**config.mk**
```make
export PLATFORM = sky130hd
export DESIGN_NAME = spi_regmap_master
export DESIGN_NICKNAME = d
export VERILOG_FILES = /design/src/rtl/spi_rm_pkg.sv /design/src/rtl/spi_rm_engine.sv /design/src/rtl/spi_rm_regs.sv /design/src/rtl/spi_regmap_master.sv
export SDC_FILE = /design/constraint.sdc
export NUM_CORES = 1
export LEC_CHECK = 0
export ABC_AREA = 0
export ABC_CLOCK_PERIOD_IN_PS = 3200
export CAP_MARGIN = 0
export CORE_ASPECT_RATIO = 0.5
export CORE_UTILIZATION = 42
export DETAILED_ROUTE_END_ITERATION = 16
export DONT_BUFFER_PORTS = 1
export PLACE_DENSITY_LB_ADDON = 0.08
export SYNTH_ARGS = -nofsm -noshare
export SYNTH_HDL_FRONTEND = slang
export SYNTH_SLANG_ARGS = --single-unit
```
**constraint.sdc**
```tcl
create_clock -name clk -period 3.2 [get_ports clk]
set_input_delay 0.48 -clock clk [delete_from_list [all_inputs] [get_ports clk]]
set_output_delay 0.48 -clock clk [all_outputs]
set_load 0.05 [all_outputs]
```
**src/rtl/spi_rm_pkg.sv**
```systemverilog
package spi_rm_pkg;
    localparam int DATA_W  = 16;
    localparam int FRAME_W = 32;
    localparam int LEN_W   = 6;
    localparam int DIV_W   = 3;

    typedef enum logic [2:0] {
        RA_CFGA = 3'd0, RA_CFGB = 3'd1, RA_CTRL = 3'd2, RA_STAT = 3'd3,
        RA_TXLO = 3'd4, RA_TXHI = 3'd5, RA_RXLO = 3'd6, RA_RXHI = 3'd7
    } reg_sel_e;

    // control register field positions (decoded by the engine handoff)
    localparam int C_RD    = 0;
    localparam int C_WR    = 1;
    localparam int C_CSM   = 7;
    localparam int C_CSCMD = 10;

    typedef struct packed {
        logic             clk_en;
        logic [DIV_W-1:0] div;
        logic             wr_ie;
        logic             rd_ie;
        logic             samp_rise;
        logic             irq_pos;
        logic             irq_edge;
    } cfg_t;
endpackage

```
**src/rtl/spi_rm_engine.sv**
```systemverilog
module spi_rm_engine
    import spi_rm_pkg::*;
#(
    parameter int FW = FRAME_W,
    parameter int LW = LEN_W,
    parameter int DW = DIV_W
) (
    input  logic          clk,
    input  logic          rst_n,
    input  logic          run_en,
    input  logic [DW-1:0] div,
    input  logic          samp_rise,
    input  logic          start,
    input  logic          start_rd,
    input  logic [LW-1:0] start_len_m1,
    input  logic [FW-1:0] tx_word,
    input  logic          miso,
    output logic          sclk,
    output logic          mosi,
    output logic          busy,
    output logic          done_rd,
    output logic          done_wr,
    output logic [FW-1:0] rx_word
);
    localparam int CNT_W = (1 << DW) - 1;

    typedef struct packed {
        logic             busy;
        logic             rd;
        logic             ph;
        logic [CNT_W-1:0] div_cnt;
        logic [LW-1:0]    bit_cnt;
        logic [LW-1:0]    len_m1;
        logic [FW-1:0]    tx_sr;
        logic [FW-1:0]    rx_sr;
        logic [FW-1:0]    rx_out;
        logic             done_rd;
        logic             done_wr;
    } eng_t;

    eng_t             q, d;
    logic [CNT_W-1:0] half_lim;
    logic [FW-1:0]    rx_n;

    always_comb begin
        d         = q;
        d.done_rd = 1'b0;
        d.done_wr = 1'b0;
        half_lim  = CNT_W'((32'd1 << div) - 32'd1);
        rx_n      = samp_rise ? q.rx_sr : {q.rx_sr[FW-2:0], miso};
        if (!q.busy) begin
            if (start) begin
                d.busy    = 1'b1;
                d.rd      = start_rd;
                d.len_m1  = start_len_m1;
                d.bit_cnt = '0;
                d.div_cnt = '0;
                d.ph      = 1'b0;
                d.tx_sr   = start_rd ? '0 : tx_word;
                d.rx_sr   = '0;
            end
        end else if (run_en) begin
            if (q.div_cnt != half_lim) begin
                d.div_cnt = q.div_cnt + 1'b1;
            end else begin
                d.div_cnt = '0;
                d.ph      = ~q.ph;
                if (!q.ph) begin
                    // rising edge of the serial clock
                    if (samp_rise) d.rx_sr = {q.rx_sr[FW-2:0], miso};
                end else begin
                    // falling edge: bit ends
                    d.rx_sr   = rx_n;
                    d.tx_sr   = q.tx_sr << 1;
                    d.bit_cnt = q.bit_cnt + 1'b1;
                    if (q.bit_cnt == q.len_m1) begin
                        d.busy = 1'b0;
                        if (q.rd) begin
                            d.rx_out  = rx_n;
                            d.done_rd = 1'b1;
                        end else begin
                            d.done_wr = 1'b1;
                        end
                    end
                end
            end
        end
    end

    always_ff @(posedge clk or negedge rst_n) begin
        if (!rst_n) q <= '0;
        else        q <= d;
    end

    assign sclk    = q.ph;
    assign mosi    = q.busy & ~q.rd & q.tx_sr[FW-1];
    assign busy    = q.busy;
    assign done_rd = q.done_rd;
    assign done_wr = q.done_wr;
    assign rx_word = q.rx_out;
endmodule

```
**src/rtl/spi_rm_regs.sv**
```systemverilog
module spi_rm_regs
    import spi_rm_pkg::*;
#(
    parameter int NUM_CS = 2
) (
    input  logic               clk,
    input  logic               rst_n,
    input  logic               bus_sel,
    input  logic               bus_wr,
    input  logic [3:0]         bus_addr,
    input  logic [DATA_W-1:0]  bus_wdata,
    output logic [DATA_W-1:0]  bus_rdata,
    input  logic               eng_busy,
    input  logic               done_rd,
    input  logic               done_wr,
    input  logic [FRAME_W-1:0] rx_word,
    output cfg_t               cfg,
    output logic               start,
    output logic               start_rd,
    output logic [LEN_W-1:0]   start_len_m1,
    output logic [FRAME_W-1:0] tx_word,
    output logic [1:0]         flags,
    output logic [NUM_CS-1:0]  cs_n,
    output logic               irq
);
    typedef struct packed {
        cfg_t              cfg;
        logic [8:0]        ctrl;
        logic [NUM_CS-1:0] cs_on;
        logic              st_rd;
        logic              st_wr;
        logic [DATA_W-1:0] tx_lo;
        logic [DATA_W-1:0] tx_hi;
        logic              irq_p;
    } regs_t;

    regs_t             q, d;
    reg_sel_e          sel;
    logic              wr_hit;
    logic [4:0]        wl;
    logic [NUM_CS-1:0] csm;
    logic              irq_src;
    logic              unused_addr_lsb;

    assign unused_addr_lsb = bus_addr[0];

    always_comb begin
        sel      = reg_sel_e'(bus_addr[3:1]);
        wr_hit   = bus_sel & bus_wr;
        wl       = bus_wdata[6:2];
        csm      = bus_wdata[C_CSM +: NUM_CS];
        start    = 1'b0;
        start_rd = bus_wdata[C_RD];
        // short transmit words go out as a 16-bit frame
        start_len_m1 = (bus_wdata[C_RD] || wl > 5'd7) ? {1'b0, wl} : LEN_W'(15);
        d        = q;
        d.irq_p  = (done_rd & q.cfg.rd_ie) | (done_wr & q.cfg.wr_ie);
        if (wr_hit) begin
            case (sel)
                RA_CFGA: begin
                    d.cfg.clk_en = bus_wdata[0];
                    d.cfg.div    = bus_wdata[3:1];
                    d.cfg.wr_ie  = bus_wdata[4];
                    d.cfg.rd_ie  = bus_wdata[5];
                end
                RA_CFGB: begin
                    d.cfg.samp_rise = bus_wdata[0];
                    d.cfg.irq_pos   = bus_wdata[5];
                    d.cfg.irq_edge  = bus_wdata[10];
                end
                RA_CTRL: begin
                    d.ctrl = bus_wdata[10:2];
                    if (bus_wdata[C_CSCMD]) begin
                        if (bus_wdata[C_RD]) d.cs_on = q.cs_on & ~csm;
                        else                 d.cs_on = q.cs_on | csm;
                    end else if ((bus_wdata[C_RD] ^ bus_wdata[C_WR]) &&
                                 q.cfg.clk_en && !eng_busy) begin
                        start = 1'b1;
                    end
                end
                RA_STAT: begin
                    d.st_rd = q.st_rd & bus_wdata[0];
                    d.st_wr = q.st_wr & bus_wdata[1];
                end
                RA_TXLO: d.tx_lo = bus_wdata;
                RA_TXHI: d.tx_hi = bus_wdata;
                default: ;
            endcase
        end
        if (done_rd) d.st_rd = 1'b1;
        if (done_wr) d.st_wr = 1'b1;
    end

    always_ff @(posedge clk or negedge rst_n) begin
        if (!rst_n) q <= '0;
        else        q <= d;
    end

    always_comb begin
        case (sel)
            RA_CFGA: bus_rdata = {10'b0, q.cfg.rd_ie, q.cfg.wr_ie, q.cfg.div, q.cfg.clk_en};
            RA_CFGB: bus_rdata = {5'b0, q.cfg.irq_edge, 4'b0, q.cfg.irq_pos, 4'b0, q.cfg.samp_rise};
            RA_CTRL: bus_rdata = {5'b0, q.ctrl, 2'b0};
            RA_STAT: bus_rdata = {14'b0, q.st_wr, q.st_rd};
            RA_TXLO: bus_rdata = q.tx_lo;
            RA_TXHI: bus_rdata = q.tx_hi;
            RA_RXLO: bus_rdata = rx_word[15:0];
            default: bus_rdata = rx_word[31:16];
        endcase
        irq_src = q.cfg.irq_edge ? q.irq_p
                                 : ((q.st_rd & q.cfg.rd_ie) | (q.st_wr & q.cfg.wr_ie));
        irq     = q.cfg.irq_pos ? irq_src : ~irq_src;
    end

    assign cfg     = q.cfg;
    assign tx_word = {q.tx_hi, q.tx_lo};
    assign flags   = {q.st_wr, q.st_rd};
    assign cs_n    = ~q.cs_on;
endmodule

```
**src/rtl/spi_regmap_master.sv**
```systemverilog
module spi_regmap_master
    import spi_rm_pkg::*;
#(
    parameter int NUM_CS = 2
) (
    input  logic              clk,
    input  logic              rst_n,
    input  logic              bus_sel,
    input  logic              bus_wr,
    input  logic [3:0]        bus_addr,
    input  logic [15:0]       bus_wdata,
    output logic [15:0]       bus_rdata,
    output logic              spi_sclk,
    output logic              spi_mosi,
    input  logic              spi_miso,
    output logic [NUM_CS-1:0] spi_cs_n,
    output logic              spi_irq
);
    cfg_t               cfg;
    logic               start, start_rd;
    logic [LEN_W-1:0]   start_len_m1;
    logic [FRAME_W-1:0] tx_word, rx_word;
    logic               eng_busy, done_rd, done_wr;
    logic [1:0]         flags;

    spi_rm_regs #(.NUM_CS(NUM_CS)) u_regs (
        .clk          (clk),
        .rst_n        (rst_n),
        .bus_sel      (bus_sel),
        .bus_wr       (bus_wr),
        .bus_addr     (bus_addr),
        .bus_wdata    (bus_wdata),
        .bus_rdata    (bus_rdata),
        .eng_busy     (eng_busy),
        .done_rd      (done_rd),
        .done_wr      (done_wr),
        .rx_word      (rx_word),
        .cfg          (cfg),
        .start        (start),
        .start_rd     (start_rd),
        .start_len_m1 (start_len_m1),
        .tx_word      (tx_word),
        .flags        (flags),
        .cs_n         (spi_cs_n),
        .irq          (spi_irq)
    );

    spi_rm_engine u_eng (
        .clk          (clk),
        .rst_n        (rst_n),
        .run_en       (cfg.clk_en),
        .div          (cfg.div),
        .samp_rise    (cfg.samp_rise),
        .start        (start),
        .start_rd     (start_rd),
        .start_len_m1 (start_len_m1),
        .tx_word      (tx_word),
        .miso         (spi_miso),
        .sclk         (spi_sclk),
        .mosi         (spi_mosi),
        .busy         (eng_busy),
        .done_rd      (done_rd),
        .done_wr      (done_wr),
        .rx_word      (rx_word)
    );
endmodule

```
Word level (Yosys, flattened, before mapping)
Index checks and enable logic that the tools add are counted.
{"block": "word_totals", "reg_bits": 175, "inputBits": 25, "output_inout_bits": 21, "elab_cells": 127}
{"block": "op_classes", "mux": 40, "addsub": 3, "n_eq_ne": 12, "reduce_logical": 24, "n_bitwise": 21, "order_cmp": 1, "shift": 1}
{"operator": "$mux W98", "count": 2}
{"operator": "$mux W32", "count": 5}
{"operator": "$pmux W16 S7", "count": 1}
{"operator": "$mux W34", "count": 3}
{"operator": "$mux W86", "count": 1}
{"operator": "$mux W64", "count": 1}
{"operator": "$mux W33", "count": 1}
{"operator": "$mux W16", "count": 2}
{"operator": "$mux W14", "count": 2}
{"operator": "$reduce_and A2 Y1", "count": 9}
{"operator": "$mux W1", "count": 15}
{"operator": "$mux W6", "count": 2}
{"operator": "$reduce_bool A2 Y1", "count": 5}
{"operator": "$and A1 B1 Y1", "count": 9}
{"operator": "$eq A3 B3 Y1 const B", "count": 3}
{"operator": "$reduce_and A4 Y1", "count": 2}
{"operator": "$add A7 B1 Y7 const B", "count": 1}
{"operator": "$mux W7", "count": 1}
{"operator": "$ne A7 B7 Y1", "count": 1}
{"operator": "$shl A1 B3 Y7 const A", "count": 1}
{"operator": "$sub A7 B1 Y7 const B", "count": 1}
{"operator": "$add A6 B1 Y6 const B", "count": 1}
{"operator": "$eq A3 B2 Y1 const B", "count": 2}
{"operator": "$eq A6 B6 Y1", "count": 1}
{"operator": "18 further kinds", "count": 30}

Logic depth before layout (Yosys ltp)
Gate-level depths: netlist (run 1).
{"block": "depth", "ltp_word": 9, "depth_mapped": 14, "depth_no_buf": 9}

Modules after synthesis
Synthesis (run 1) repeated with hierarchy kept, for this count alone.
{"block": "unflattened", "hier_cells": 796, "hier_area_um2": 9071.2}
{"module": "spi_rm_engine", "area_each_um2": 5738.0, "instances": 1, "cells_per_inst": 513}
{"module": "spi_rm_regs", "area_each_um2": 3333.2, "instances": 1, "cells_per_inst": 283}

Worst setup path after synthesis (run 1)
OpenSTA, ideal clock, no wires.
{"block": "synth_path", "path_kind": "reg-to-reg", "from": "register u_regs.q, in the netlist u_regs.cfg[7]", "to": "register u_eng.q, in the netlist u_eng.rx_word[0]", "setup_slack_ps": 55, "n_path_buf": 5, "t_required_ps": 3075, "stages_incl_launch_ff": 14, "t_arrival_ps": 3020, "cell_sequence": "dfrtp_1 -> buf_2 -> or3_1 -> ha_1 -> buf_4 -> xnor2_1 -> nand3_1 -> a311o_1 -> buf_2 -> nor3_4 -> and3_1 -> buf_2 -> buf_6 -> mux2_4"}
{"block": "synth_between", "elab_chain_len": 5}
{"element": "start: declaration", "line_no": "spi_rm_regs.sv:37", "source": "regs_t q, d;"}
{"element": "start signal: assignment", "line_no": "spi_rm_regs.sv:95", "source": "if (!rst_n) q <= '0;"}
{"element": "start signal: assignment", "line_no": "spi_rm_regs.sv:96", "source": "else q <= d;"}
{"element": "$shl A1 B3 Y7", "line_no": "spi_rm_engine.sv:49", "source": "half_lim = CNT_W'((32'd1 << div) - 32'd1);"}
{"element": "$sub A7 B1 Y7", "line_no": "spi_rm_engine.sv:49"}
{"element": "$ne A7 B7 Y1", "line_no": "spi_rm_engine.sv:63", "source": "if (q.div_cnt != half_lim) begin"}
{"element": "$not A1 Y1 (no line)"}
{"element": "$reduce_and A6 Y1 (no line)"}
{"element": "end signal: assignment", "line_no": "spi_rm_engine.sv:91", "source": "if (!rst_n) q <= '0;"}
{"element": "end signal: assignment", "line_no": "spi_rm_engine.sv:92", "source": "else q <= d;"}
{"element": "end: declaration", "line_no": "spi_rm_engine.sv:41", "source": "eng_t q, d;"}
Every way passes these cells.
A chain may end at the register's enable or synchronous reset.

Final worst setup path (run 1)
{"block": "layout_path", "from": "register u_regs.q, in the netlist u_regs.cfg[7]", "to": "register u_eng.q, in the netlist u_eng.rx_word[16]"}
Same word-level chain as after synthesis.

==> results of run 1 <==
==> layout make-up <==
cell class	count	area [um^2]
Tap cell	266	333
Sequential cell	174	4350
Timing Repair Buffer	33	314
Multi-Input combinational cell	494	3930
Inverter	9	33.8
Clock inverter	15	253
Clock buffer	17	425
Fill cell	1781	10000
==> flip-flops by register name, summed over array words and instances, names as in the netlist, named ones only <==
signal,flops
u_eng.q,83
u_eng.rx_word,32
u_regs.tx_word,32
u_regs.q,10
u_regs.cfg,9
u_regs.flags,2
u_eng.busy,1
u_eng.done_rd,1
u_eng.done_wr,1
u_eng.sclk,1
==> placed cells by master, fill, tap and decap left out, types with 4 or more instances in the layout <==
master | Yosys | routed
mux4_2 | 5 | 5
mux2_4 | 29 | 29
inv_1 | 9 | 9
or3_1 | 4 | 4
o22ai_1 | 8 | 8
dfrtp_1 | 174 | 174
and2_1 | 5 | 5
nor3_1 | 6 | 6
nand2_1 | 34 | 34
buf_4 | 1 | 27
mux2i_1 | 16 | 16
a22o_1 | 33 | 33
xnor2_1 | 11 | 10
nor2_1 | 65 | 63
mux2_2 | 89 | 89
a22oi_1 | 34 | 34
nand3b_1 | 4 | 4
bufinv_16 | 0 | 5
a21oi_1 | 50 | 50
buf_12 | 0 | 5
nand3_1 | 13 | 13
o21ai_0 | 22 | 22
clkbuf_16 | 0 | 17
nand2b_1 | 8 | 8
==> path summary, 6_finish.rpt <==
check                           depth (start not counted)  slack (ns)                 startpoint                       endpoint
worst max-delay path                                    9        0.24  u_regs.cfg[7]$_DFFE_PN0P_  u_eng.rx_word[16]$_DFFE_PN0P_
worst min-delay path                                    0       -0.27                      rst_n       u_eng.q[110]$_DFFE_PN0P_
worst max register to register                          9        0.24  u_regs.cfg[7]$_DFFE_PN0P_  u_eng.rx_word[16]$_DFFE_PN0P_
worst min register to register                          1        0.48    u_eng.done_rd$_DFF_PN0_    u_regs.flags[0]$_DFFE_PN0P_
max in group asynchronous                               0        3.08                      rst_n        u_eng.q[41]$_DFFE_PN0P_
min in group clk                                        1        0.14               bus_wdata[0]                       register
==> per-stage QoR <==
stage                     instances  worst slack (ns)  utilization, %  instance area [um^2]
final                          1008             0.240            49.1                  9640
after floorplan                 732            0.0551               -                  8520
after global routing           1008            0.0848            49.1                  9640
after CTS                      1008             0.131            49.0                  9620
after global placement          976             0.171            45.5                  8940
after detailed placement        976             0.145            45.5                  8940
==> cell families (layout without fill, tap and decap cells) <==
logic type | after synthesis | after routing | share of synthesized area [%]
compound gates | 175 | 175 | 14.3
simple gates | 164 | 164 | 9.37
mux | 139 | 139 | 20.1
fa+ha+maj | 3 | 3 | 0.441
buf+inv | 64 | 74 | 3.35
xor+xnor | 13 | 13 | 1.34
flops | 174 | 174 | 51.1
==> worst max-delay path, cell delays in order, from the launching register on <==
cell and delay (ns):
dfrtp_1 0.37, or3_1 0.37, ha_2 0.25, or3_1 0.37
a21oi_2 0.21, o32ai_4 0.15, nor3_4 0.21, and3_2 0.24
buf_12 0.24, mux2_2 0.37
==> metal layers <==
| metal | wire length, um | vias up | share of wire [%] |
|---|---|---|---|
| met3 | 948 | 22 | 4.5 |
| met2 | 8870 | 98 | 42 |
| li1 | - | 2689 | - |
| met5 | 0 | - | 0 |
| met4 | 291 | 0 | 1.4 |
| met1 | 10900 | 2906 | 52 |
==> power by group through the flow <==
| stage | Combinational [mW] | Clock, mW | Sequential (mW) |
|---|---|---|---|
| floorplan | 0.899 | 0 | 2.84 |
| global placement | 1.07 | 0 | 2.93 |
| detailed placement | 1.10 | 0 | 2.93 |
| CTS | 1.10 | 2.44 | 2.90 |
| global route | 1.23 | 2.52 | 2.96 |
| finish | 1.10 | 2.39 | 2.90 |
==> timing repair <==
item	in CTS	in global routing
endpoints found under the hold margin	174	174
setup endpoints to repair	0	47
resized for setup	0	4
==> reports/qor.csv, run 1 <==
metric;value;unit
GR met1 Demand/Resource;32.9;%
PD cells;663;nW/um^2
Synth cell types;58;
share of cells above drive strength 1;27.4;%
net switching power;1.86;mW
GRT Total Usage;21.9;%
Clk network pwr share;37.4;%
syn nets;760;
Die Span Y;103;um
Synth Cell Area;8520;um^2
postcts setup bufs;0;
combinational power share;17.2;%
CTS H-Tree Depth;4;
CTS root buffer;clkbuf_16;
FF+latch count, synth;174;
largest net degree at the start of global routing;175;
Fin. Hold Viols;174;
DP HPWL;13700;um
critical path required time;3.53;ns
IO Port Bufs;0;
Wirelength per Cell;20.9;um
fin. max-slew vios;0;
vias;5715;
Worst-Skew Late Latency;0.45;ns
Sequential Power Share;45.4;%
Hold Path Class;in2async;
Synth area leader;dfrtp_1;
Final Skew;0.0150;ns
first-pass GRT wire length;33700;um
Setup crit start kind;register;
most frequent cells after synthesis;174 x dfrtp_1, 89 x mux2_2, 65 x nor2_1, 50 x a21oi_1;
fin crit period;2.96;ns
post-synth top area share;51.1;%
ANT nets after route;0;
initial antenna violation count;0;
DRT iter0 DRCs;426;
Core Area;19600;um^2
Nets;757;
critical path class;reg2reg;
Die W;203;um
most used routing layer;met1;
clock sink total;174;
internal power;4.53;mW
total congestion overflow;0;
number of synthesized flops with an enable pin;0;
count leader, synth;dfrtp_1;
routed vias/inst;5.67;
vias in the first global route;5602;
Antenna Cells;0;
Hold Slack;-0.270;ns
CTS buffer count;17;
slew margin rel.;44.6;%
Ports;46;
Die ar.;20900;um^2
final setup fails;0;
Post-synth ARST share;100;%
Post-Route WL;21100;um
FP Rows;36;
Net Sw Frac;29.2;%
Worst Path Max Fanout;33;
MaxCap Viol Count;0;
Area Overhead vs Synth;13.2;%
maximum clock path buffer count;2;
VDD IR-drop max;0.278;mV
Fin Setup TNS;0;ns
yosys warns;0;
status;finished, violations left;
grt met2 use;30.7;%
Final GP Congestion;0.795;
P_leak;4.21;nW
sequential fraction of the synthesis area;51.1;%
crit path DAT;3.30;ns
RSZ-0062 raised after global routing;no;
top cells by area, synth;dfrtp_1 51%, mux2_2 12%, mux2_4 5.1%, a22o_1 3.4%, a22oi_1 3.0%;
violated checks;hold timing;
Pre-antenna DRT Iters;5;
initial core utilization;43.4;%
CTS tree;built;
CTS clock-pin slew for the worst setup and hold paths;0.07;ns
Main synth FF type;dfrtp_1;
Residual DRC;0;
Slew @ Worst Pin;0.830;ns
Avg Cell Area, Syn;11.6;um^2
Cells after Synth;732;
Crit. End Element;register;
fmax;338;MHz
Tcrit/Tclk final;92.5;%
met3 usage;5.40;%
Pwr Total;6.39;mW
Power figures use the tool's default switching activity.
==> run 2, diff against run 1 <==
--- a/config.mk
+++ b/config.mk
@@ -6,7 +6,7 @@
 export NUM_CORES = 1
 export LEC_CHECK = 0
 export ABC_AREA = 0
-export ABC_CLOCK_PERIOD_IN_PS = 3200
+export ABC_CLOCK_PERIOD_IN_PS = 3000
 export CAP_MARGIN = 0
 export CORE_ASPECT_RATIO = 0.5
 export CORE_UTILIZATION = 42
==> constraint.sdc (replaced) <==
create_clock -name clk -period 3 [get_ports clk]
set_input_delay 0.45 -clock clk [delete_from_list [all_inputs] [get_ports clk]]
set_output_delay 0.45 -clock clk [all_outputs]
set_load 0.05 [all_outputs]
==> run 2 against run 1 <==
Compared with the run above:
- sequential share of layout area fell by 0.29 points
- wire length is 3.2% higher
- via count grew 1.2%
- worst setup slack worse by 0.16 ns
- critical path type unchanged
- core utilization grew 0.32 points
- largest cell class unchanged
- final area grew 0.65%
- global-route usage decreased by 0.39 points
- total power rose by 3.0%
- register-to-register slack got worse by 0.16 ns
- fmax up 1.5%
- the run still ends with hold timing left
==> reports/qor.csv, run 2 (same netlist as run 1, synthesis figures left out) <==
metric;value;unit;change
status;finished, violations left;;unchanged
violated checks;hold timing;;unchanged
Pre-antenna DRT Iters;6;;was 5
crit path DAT;3.24;ns;was 3.30 ns
slew margin rel.;37.4;%;was 44.6%
ANT nets after route;0;;unchanged
FP Rows;36;;unchanged
share of cells above drive strength 1;28.3;%;was 27.4%
final setup fails;0;;unchanged
PD cells;678;nW/um^2;was 663 nW/um^2
fin area;9710;um^2;was 9640 um^2
multi-input logic area;3960;um^2;was 3930 um^2
routed vias/inst;5.69;;was 5.67
Hold Path Class;in2async;;unchanged
number of fill cells;1772;;was 1781
Core Area;19600;um^2;unchanged
DRT iter0 DRCs;430;;was 426
internal power;4.60;mW;was 4.53 mW
register area;4350;um^2;unchanged
Fin. Hold Viols;174;;unchanged
Wirelength per Cell;21.4;um;was 20.9 um
Pwr Total;6.58;mW;was 6.39 mW
MaxCap Viol Count;0;;unchanged
largest net degree at the start of global routing;175;;unchanged
FF-to-FF setup slack;0.08;ns;was 0.24 ns
Final Util;49.4;%;was 49.1%
initial core utilization;43.4;%;unchanged
net switching power;1.98;mW;was 1.86 mW
CTS root buffer;clkbuf_16;;unchanged
Final Skew;0.0127;ns;was 0.0150 ns
Top reg by flops;u_eng.q;;unchanged
Worst Path Max Fanout;9;;was 33
combinational power share;18.4;%;was 17.2%
CTS tree;built;;unchanged
Post-Layout Cell Count;1016;;was 1008
CTS clock-pin slew for the worst setup and hold paths;0.07;ns;about the same
Post-Route WL;21700;um;was 21100 um
maximum clock path buffer count;2;;unchanged
Hold Slack;-0.292;ns;was -0.270 ns
DP HPWL;13900;um;was 13700 um
pre-CTS setup slack;0.00163;ns;was 0.145 ns
Worst-Skew Late Latency;0.44;ns;was 0.45 ns
most frequent cells in the layout;174 x dfrtp_1, 89 x mux2_2, 64 x nor2_1, 50 x a21oi_1;;was 174 x dfrtp_1, 89 x mux2_2, 63 x nor2_1, 50 x a21oi_1
fin crit period;2.92;ns;was 2.96 ns
first-pass GRT wire length;33300;um;was 33700 um
most common cell after layout, fill and taps aside;dfrtp_1;;unchanged
Area Overhead vs Synth;14.0;%;was 13.2%
Setup crit start kind;register;;unchanged
Net Sw Frac;30.1;%;was 29.2%
VDD IR-drop max;0.272;mV;was 0.278 mV
vias in the first global route;5574;;was 5602
fmax;343;MHz;was 338 MHz
Clk network pwr share;34.5;%;was 37.4%
dpl cell area;8990;um^2;was 8940 um^2
Fin Setup TNS;0;ns;unchanged
total congestion overflow;0;;unchanged
critical path required time;3.32;ns;was 3.53 ns
IO Port Bufs;0;;unchanged
critical path class;reg2reg;;unchanged
Die ar.;20900;um^2;unchanged
Nets;766;;was 757
Tcrit/Tclk final;97.2;%;was 92.5%
Antenna Cells;0;;unchanged
placed insts;981;;was 976
clock sink total;174;;unchanged
Die Span Y;103;um;unchanged
Crit. End Element;register;;unchanged
Slew @ Worst Pin;0.938;ns;was 0.830 ns
fin. max-slew vios;0;;unchanged
Sequential Power Share;47.1;%;was 45.4%
Final GP Congestion;0.845;;was 0.795
Ports;46;;unchanged
Die W;203;um;unchanged
GRT Total Usage;21.5;%;was 21.9%
CTS H-Tree Depth;4;;unchanged
initial antenna violation count;0;;unchanged
P_leak;4.24;nW;was 4.21 nW
RSZ-0062 raised after global routing;no;;unchanged
max reg flops;83;;unchanged
vias;5783;;was 5715
Final WS setup;0.0845;ns;was 0.240 ns
CTS buffer count;17;;unchanged
Residual DRC;0;;unchanged
[run 2: path summary, 6_finish.rpt]
| check | cells past startpoint | startpoint | endpoint |
|---|---|---|---|
| setup / recovery | 9 | u_regs.cfg[5]$_DFFE_PN0P_ | u_eng.rx_word[17]$_DFFE_PN0P_ |
| hold / removal | 0 | rst_n | u_eng.q[112]$_DFFE_PN0P_ |
| setup reg to reg | 9 | u_regs.cfg[5]$_DFFE_PN0P_ | u_eng.rx_word[17]$_DFFE_PN0P_ |
| hold reg to reg | 2 | register | register |
| max in group asynchronous | 0 | rst_n | u_eng.rx_word[13]$_DFFE_PN0P_ |
| min in group clk | 1 | bus_wdata[0] | register |
[run 2: layer usage]
metal	part of all wire, %	GRT usage [%]
met3	4.6	5.50
met4	1.0	5.96
met2	43	30.5
met1	51	32.2
met5	0	0
[run 2: layout make-up]
class,instances,share of cell area [%]
clock inverter,13,1.60
timing repair buffer,42,4.47
tap,266,3.43
clock buffer,18,4.52
sequential,174,44.9
inverter,9,0.348
multi-input combinational,494,40.8
[run 2: worst max-delay path, stage by stage, from the launching register on]
cell	delay [ns]
dfrtp_1	0.38
or3_4	0.40
ha_4	0.20
xnor2_2	0.15
nand4b_1	0.18
a311o_2	0.48
nor3_4	0.16
and3_4	0.34
buf_12	0.17
mux2_2	0.33
[run 2: repair_timing]
action | CTS | global route
setup buffers | 0 | 1
cloned | 0 | 3
setup endpoints to repair | 2 | 65
hold endpoints to repair | 174 | 174
pin swaps | 0 | 5
resized for setup | 1 | 6
[run 2: power groups by stage]
stage | Sequential (mW) | Clock [mW] | Combinational (mW)
CTS | 3.10 | 2.32 | 1.19
floorplan | 3.03 | 0 | 0.982
detailed placement | 3.13 | 0 | 1.18
finish | 3.10 | 2.27 | 1.21
global route | 3.15 | 2.43 | 1.33
global placement | 3.12 | 0 | 1.15
